--- config.mk ---
export PLATFORM = sky130hd
export DESIGN_NAME = uart_rx_lsr
export DESIGN_NICKNAME = d
export VERILOG_FILES = /design/src/rtl/uart_rx_pkg.sv /design/src/rtl/uart_rx_deframer.sv /design/src/rtl/uart_rx_fifo.sv /design/src/rtl/uart_rx_lsr.sv
export SDC_FILE = /design/constraint.sdc
export NUM_CORES = 1
export LEC_CHECK = 0
export BUFFER_PORTS_ARGS = -buffer_cell sky130_fd_sc_hd__buf_2
export CORE_MARGIN = 4
export CORE_UTILIZATION = 68
export DETAILED_ROUTE_END_ITERATION = 8
export PLACE_DENSITY = 0.86
export RECOVER_POWER = 100
export SLEW_MARGIN = 20
export SYNTH_ARGS = -nofsm -noshare
export SYNTH_HDL_FRONTEND = slang
export SYNTH_HIERARCHICAL = 1
export SYNTH_SLANG_ARGS = --single-unit
--- constraint.sdc ---
create_clock -name clk -period 7.3 [get_ports clk]
set_input_delay 1.095 -clock clk [delete_from_list [all_inputs] [get_ports clk]]
set_output_delay 1.095 -clock clk [all_outputs]
set_load 0.05 [all_outputs]
--- src/rtl/uart_rx_pkg.sv ---
package uart_rx_pkg;

    typedef struct packed {
        logic [7:0] data;
        logic       par_err;
        logic       frm_err;
        logic       brk;
    } rx_char_t;

    typedef enum logic [2:0] {
        RX_IDLE,
        RX_START,
        RX_DATA,
        RX_PAR,
        RX_STOP,
        RX_BRKCHK,
        RX_WAITHI
    } rx_state_e;

endpackage

--- src/rtl/uart_rx_deframer.sv ---
module uart_rx_deframer
    import uart_rx_pkg::*;
#(
    parameter int OSR  = 16,
    parameter int SYNC = 2
) (
    input  logic       clk,
    input  logic       rst_n,
    input  logic       os_tick,
    input  logic       rxd,
    input  logic [1:0] cfg_wlen,
    input  logic       cfg_par_en,
    input  logic       cfg_par_even,
    input  logic       cfg_stop2,
    output logic       push_o,
    output rx_char_t   char_o
);
    localparam int CW   = $clog2(OSR);
    localparam int HALF = OSR / 2;
    localparam int TW   = $clog2(OSR * 13 + 1);

    typedef struct packed {
        rx_state_e       st;
        logic [CW-1:0]   cnt;
        logic [TW-1:0]   tot;
        logic [2:0]      bitn;
        logic [7:0]      shreg;
        logic            par;
        logic            par_bad;
        logic            zero;
        logic [SYNC-1:0] sync;
        logic            push;
        rx_char_t        chr;
    } state_t;

    state_t q, d;

    logic          rxd_s;
    logic [3:0]    nbits;
    logic [TW-1:0] char_ticks;
    logic [CW-1:0] last;
    logic          bit_done;
    logic [7:0]    aligned;

    assign rxd_s      = q.sync[SYNC-1];
    assign nbits      = 4'd5 + {2'b00, cfg_wlen};
    assign char_ticks = TW'(OSR) * (TW'(2) + TW'(nbits) + TW'(cfg_par_en) + TW'(cfg_stop2));
    assign last       = (q.st == RX_START) ? CW'(HALF - 1) : CW'(OSR - 1);
    assign bit_done   = os_tick && (q.cnt == last);
    assign aligned    = q.shreg >> {1'b0, 2'd3 - cfg_wlen};

    always_comb begin
        d      = q;
        d.push = 1'b0;
        d.sync = {q.sync[SYNC-2:0], rxd};
        if (os_tick && q.st != RX_IDLE && q.st != RX_WAITHI) begin
            d.cnt = q.cnt + 1'b1;
            d.tot = q.tot + 1'b1;
        end
        case (q.st)
            RX_IDLE: if (os_tick && !rxd_s) begin
                d.st  = RX_START;
                d.cnt = '0;
                d.tot = '0;
            end
            RX_START: if (bit_done) begin
                d.cnt = '0;
                if (!rxd_s) begin
                    d.st      = RX_DATA;
                    d.bitn    = '0;
                    d.par     = 1'b0;
                    d.par_bad = 1'b0;
                    d.zero    = 1'b1;
                end else begin
                    d.st = RX_IDLE;
                end
            end
            RX_DATA: if (bit_done) begin
                d.cnt   = '0;
                d.shreg = {rxd_s, q.shreg[7:1]};
                d.par   = q.par ^ rxd_s;
                d.zero  = q.zero & ~rxd_s;
                d.bitn  = q.bitn + 1'b1;
                if ({1'b0, q.bitn} + 4'd1 == nbits)
                    d.st = cfg_par_en ? RX_PAR : RX_STOP;
            end
            RX_PAR: if (bit_done) begin
                d.cnt     = '0;
                d.par_bad = q.par ^ rxd_s ^ ~cfg_par_even;
                d.zero    = q.zero & ~rxd_s;
                d.st      = RX_STOP;
            end
            RX_STOP: if (bit_done) begin
                d.cnt = '0;
                if (rxd_s) begin
                    d.push = 1'b1;
                    d.chr  = '{data: aligned, par_err: q.par_bad, frm_err: 1'b0, brk: 1'b0};
                    d.st   = RX_IDLE;
                end else if (q.zero) begin
                    d.st = RX_BRKCHK;
                end else begin
                    d.push = 1'b1;
                    d.chr  = '{data: aligned, par_err: q.par_bad, frm_err: 1'b1, brk: 1'b0};
                    d.st   = RX_WAITHI;
                end
            end
            RX_BRKCHK: if (os_tick) begin
                if (rxd_s) begin
                    d.push = 1'b1;
                    d.chr  = '{data: 8'h00, par_err: q.par_bad, frm_err: 1'b1, brk: 1'b0};
                    d.st   = RX_IDLE;
                end else if (q.tot + 1'b1 >= char_ticks) begin
                    d.push = 1'b1;
                    d.chr  = '{data: 8'h00, par_err: 1'b0, frm_err: 1'b0, brk: 1'b1};
                    d.st   = RX_WAITHI;
                end
            end
            RX_WAITHI: if (rxd_s) d.st = RX_IDLE;
            default: d.st = RX_IDLE;
        endcase
    end

    always_ff @(posedge clk or negedge rst_n) begin
        if (!rst_n) begin
            q      <= '0;
            q.st   <= RX_IDLE;
            q.sync <= '1;
        end else begin
            q <= d;
        end
    end

    assign push_o = q.push;
    assign char_o = q.chr;

endmodule

--- src/rtl/uart_rx_fifo.sv ---
module uart_rx_fifo
    import uart_rx_pkg::*;
#(
    parameter int DEPTH = 16
) (
    input  logic     clk,
    input  logic     rst_n,
    input  logic     push_i,
    input  rx_char_t char_i,
    input  logic     pop_i,
    output rx_char_t head_o,
    output logic     empty_o,
    output logic     full_o,
    output logic     err_any_o
);
    localparam int AW = $clog2(DEPTH);
    localparam int CW = $clog2(DEPTH + 1);

    typedef struct packed {
        rx_char_t [DEPTH-1:0] mem;
        logic [AW-1:0]        wr;
        logic [AW-1:0]        rd;
        logic [CW-1:0]        cnt;
        logic [CW-1:0]        errs;
    } state_t;

    state_t q, d;
    logic do_push, do_pop, in_err, out_err;

    assign empty_o   = (q.cnt == '0);
    assign full_o    = (q.cnt == CW'(DEPTH));
    assign head_o    = q.mem[q.rd];
    assign err_any_o = (q.errs != '0);
    assign do_push   = push_i && !full_o;
    assign do_pop    = pop_i && !empty_o;
    assign in_err    = char_i.par_err | char_i.frm_err | char_i.brk;
    assign out_err   = head_o.par_err | head_o.frm_err | head_o.brk;

    always_comb begin
        d = q;
        if (do_push) begin
            d.mem[q.wr] = char_i;
            d.wr        = (q.wr == AW'(DEPTH - 1)) ? '0 : q.wr + 1'b1;
        end
        if (do_pop)
            d.rd = (q.rd == AW'(DEPTH - 1)) ? '0 : q.rd + 1'b1;
        d.cnt  = q.cnt + CW'(do_push) - CW'(do_pop);
        d.errs = q.errs + CW'(do_push && in_err) - CW'(do_pop && out_err);
    end

    always_ff @(posedge clk or negedge rst_n) begin
        if (!rst_n) q <= '0;
        else        q <= d;
    end

endmodule

--- src/rtl/uart_rx_lsr.sv ---
module uart_rx_lsr
    import uart_rx_pkg::*;
#(
    parameter int OSR        = 16,
    parameter int FIFO_DEPTH = 16
) (
    input  logic       clk,
    input  logic       rst_n,
    input  logic       os_tick,
    input  logic       rxd,
    input  logic       rd_data_strobe,
    input  logic       rd_status_strobe,
    input  logic [1:0] cfg_wlen,
    input  logic       cfg_par_en,
    input  logic       cfg_par_even,
    input  logic       cfg_stop2,
    input  logic       tx_hold_empty,
    input  logic       tx_shift_empty,
    output logic [7:0] rd_data,
    output logic [7:0] line_status
);
    typedef struct packed {
        logic ovr;
        logic head_ack;
    } state_t;

    state_t   q, d;
    logic     rx_push, fifo_empty, fifo_full, err_any, pop_eff;
    rx_char_t rx_char, head;

    uart_rx_deframer #(.OSR(OSR), .SYNC(2)) u_deframer (
        .clk          (clk),
        .rst_n        (rst_n),
        .os_tick      (os_tick),
        .rxd          (rxd),
        .cfg_wlen     (cfg_wlen),
        .cfg_par_en   (cfg_par_en),
        .cfg_par_even (cfg_par_even),
        .cfg_stop2    (cfg_stop2),
        .push_o       (rx_push),
        .char_o       (rx_char)
    );

    uart_rx_fifo #(.DEPTH(FIFO_DEPTH)) u_fifo (
        .clk       (clk),
        .rst_n     (rst_n),
        .push_i    (rx_push),
        .char_i    (rx_char),
        .pop_i     (rd_data_strobe),
        .head_o    (head),
        .empty_o   (fifo_empty),
        .full_o    (fifo_full),
        .err_any_o (err_any)
    );

    assign pop_eff = rd_data_strobe && !fifo_empty;

    always_comb begin
        d     = q;
        d.ovr = (q.ovr && !rd_status_strobe) || (rx_push && fifo_full);
        if (pop_eff || (rx_push && fifo_empty)) d.head_ack = 1'b0;
        else if (rd_status_strobe)              d.head_ack = 1'b1;
    end

    always_ff @(posedge clk or negedge rst_n) begin
        if (!rst_n) q <= '0;
        else        q <= d;
    end

    logic show_head;
    assign show_head = !fifo_empty && !q.head_ack;

    assign rd_data     = fifo_empty ? 8'h00 : head.data;
    assign line_status = {err_any,
                          tx_hold_empty & tx_shift_empty,
                          tx_hold_empty,
                          show_head & head.brk,
                          show_head & head.frm_err,
                          show_head & head.par_err,
                          q.ovr,
                          !fifo_empty};

endmodule

==> results_dict.tcl <==
set metrics [dict create \
    synth_warnings 6 \
    fill_cells 1048 \
    ctsResizeCount 0 \
    drv_slew 80 \
    clock_skew_ps 6.63 \
    finalCritPeriodShare 0.723 \
    grt_max_degree 157 \
    synthTopCellsByArea "dfrtp_1 50%, mux2_2 18%, mux4_2 9.7%" \
    drc 0 \
    htreeDepth 1 \
    drt-vias-per-instance 6.63 \
    fin_setup_tns_ps 0 \
    core_um2 17200 \
    start_util 0.690 \
    io_buffer_count 28 \
    status "finished, violations left" \
    synthCells 893 \
    period_needed_ps 5280 \
    clk_latency_ps 520 \
    synth-seq-cells 239 \
    rsz0062_at_grt "false" \
    synth_cell_types 54 \
    synth_area_um2 11900 \
    slew-limit-headroom -0.904 \
    antenna_left 0 \
    p_leak_nw 6.24 \
    max_cap_viol_count 2 \
    post_layout_nonfiller_instances 1124 \
    regArea_um2 5980 \
    crit_end "rd_data[0]" \
    yosys.area.top_type "dfrtp_1" \
    cp-end-kind "output pin" \
    cts_sinks 239 \
    gp_congestion 0.982 \
    peakVddDrop_mv 0.320 \
    dieHeight_um 140 \
    cts_hold_buf 0 \
    r2r_start "u_fifo/q[10]$_DFFE_PN0P_" \
    dp_cells 1077 \
    synth_edf_count 0 \
    worst_ep_arrival_time_ps 4180 \
    clockBufferDepth 3 \
    post_cts_buffers 0 \
    drt_iter0_drc 600 \
    crit_type "flip-flop to output pin" \
    grt_usage 0.262 \
    ioPinCount 29 \
    hold_violations 0 \
    tritoncts "built" \
    grt_pass1_wl_um 41300 \
    violations "max-capacitance violations, max-slew violations" \
    power.density_nw_per_um2 264 \
    numCtsBuffers 25 \
    multi_input_area_um2 5380 \
    rows 48 \
    setup_viol 0 \
    fmax_ghz 0.190 \
    reg2reg_to "u_fifo/q[4]$_DFF_PN0_" \
    clk_pin_slew_worst_paths_ps 60 \
    async_flop_share 1.00 \
    first_pass_iters 6 \
    avgSynthCellArea_um2 13.3 \
    yosysSeqAreaShare 0.503 \
    cp.required_ps 6200 \
    antenna_found_initial 0 \
    wl_per_cell_um 22.9 \
    worst_slew_pin_slew_ps 2860 \
    hold_class "flip-flop to flip-flop" \
    finalNetCount 924 \
    regToRegSetupSlack_ps 2590 \
    synthFlopType "dfrtp_1" \
    r2r_cells 14 \
    grt.overflow.total 0 \
    drive_above_1_share 0.328 \
    syn_to_final_growth_pct 7.87 \
    path_max_fanout 25 \
    num_antenna_cells 0 \
    die_w_um 140 \
    crit_start "u_fifo/q[10]$_DFFE_PN0P_" \
    grt_pass1_vias 7685 \
    synth_top_area_frac 0.499 \
    worst_setup_path_start_kind "flip-flop" \
    post-dp-hpwl_um 16100 \
    die_area_um2 19700 \
    synth_common_cells "237 x dfrtp_1, 189 x mux2_2, 51 x mux4_2" \
    cts-root-buf "clkbuf_16" \
    wl_um 25700 \
    syn-num-nets 937 \
    num_vias 7448 \
    synthMostInstantiatedCell "dfrtp_1" \
]
[layout make-up]
type,count,area share
Sequential cell,239,0.467
Timing Repair Buffer,33,0.0139
Inverter,32,0.00937
Multi-Input combinational cell,549,0.419
Tap cell,225,0.0220
Clock buffer,32,0.0547
Clock inverter,14,0.0140
[state kept, by name, indices dropped and copies added, names as in the netlist]
| signal | cells |
|---|---|
| u_deframer/push_o | 1 |
| u_deframer/q | 30 |
| u_deframer/d | 1 |
| u_fifo/q | 194 |
| u_deframer/char_o | 11 |
| line_status | 1 |
| q | 1 |
[per-stage QoR]
stage	cell area (um^2)	hold WS, ps	power (mW)	setup WS, ps	utilization
2_1_floorplan	11900	345	1.93	3860	-
4_1_cts	12900	362	3.40	2620	0.746
6_report	12800	363	3.38	2020	0.744
3_3_place_gp	12000	348	2.04	3260	0.695
3_5_place_dp	12000	354	2.07	3100	0.695
5_1_grt	12800	365	3.52	1740	0.744
[worst min path at each step]
stage,startpoint,to,slack (ps),cells after the start
global route,u_deframer/d[13]$_DFF_PN1_,u_deframer/q[13]$_DFF_PN1_,370,0
detailed placement,u_deframer/d[13]$_DFF_PN1_,u_deframer/q[13]$_DFF_PN1_,350,0
finish,u_deframer/d[13]$_DFF_PN1_,u_deframer/q[13]$_DFF_PN1_,360,0
global placement,u_deframer/d[13]$_DFF_PN1_,u_deframer/q[13]$_DFF_PN1_,350,0
floorplan,u_deframer/d[13]$_DFF_PN1_,u_deframer/q[13]$_DFF_PN1_,350,0
CTS,u_deframer/d[13]$_DFF_PN1_,u_deframer/q[13]$_DFF_PN1_,360,0
[where the power goes]
part / switching (mW) / internal [mW] / leakage, nW
clock network: 0.513 / 0.821 / 0.435
logic: 0.283 / 0.242 / 2.53
registers: 0.143 / 1.38 / 3.28
[layer usage]
layer  vias up  track usage  part of all wire
met5         -            0                 0
met4         0       0.0704             0.028
met3        75       0.0539             0.067
met2       335        0.449              0.51
met1      3832        0.346              0.39
li1       3206            -                 -
[layout by cell type, fill, tap and decap left out, types with 3 or more instances in the layout]
master     Yosys  routed
inv_1         31      31
mux2i_1        6       6
and4bb_1       0       3
a21oi_1       19      19
o31ai_1        8       9
clkbuf_1      25      21
mux4_2        51      51
mux2_2       189     178
xor2_1        17      17
nand2_1       50      51
clkinv_2       0       7
a211oi_1       3       3
a22oi_1        4       4
o21ai_0       23      23
dfrtp_1      237     236
buf_2         28       9
ha_1          28      28
and2_1         6       5
xnor2_1       14      14
nand4_1        6       7
a21o_1         3       3
mux2_1         0      11
and3_1         7       8
bufinv_16      0       4
clkbuf_8       0       5
nor2b_1       15      15
fa_1           3       3
clkbuf_16      0      25
nand3_1       33      33
buf_4         14       3
nor2_1        21      21
nor3_1         3       4
o22ai_1        7       7
[worst max-delay path: stages (launching register included)]
cell      delay (ps)
dfrtp_1         1400
buf_4            630
mux4_2           640
mux4_2           510
nor2b_1          150
clkbuf_1         310
[kinds of logic (layout without fill, tap and decap cells)]
logic type      count (synthesis)  in the layout  synth area share
mux                           248            248             0.285
flops                         239            239             0.503
simple gates                  156            156            0.0675
buf+inv                       105            111            0.0418
compound gates                 83             83            0.0448
fa+ha+maj                      31             31            0.0345
xor+xnor                       31             31            0.0228
Power figures use the tool's default switching activity.
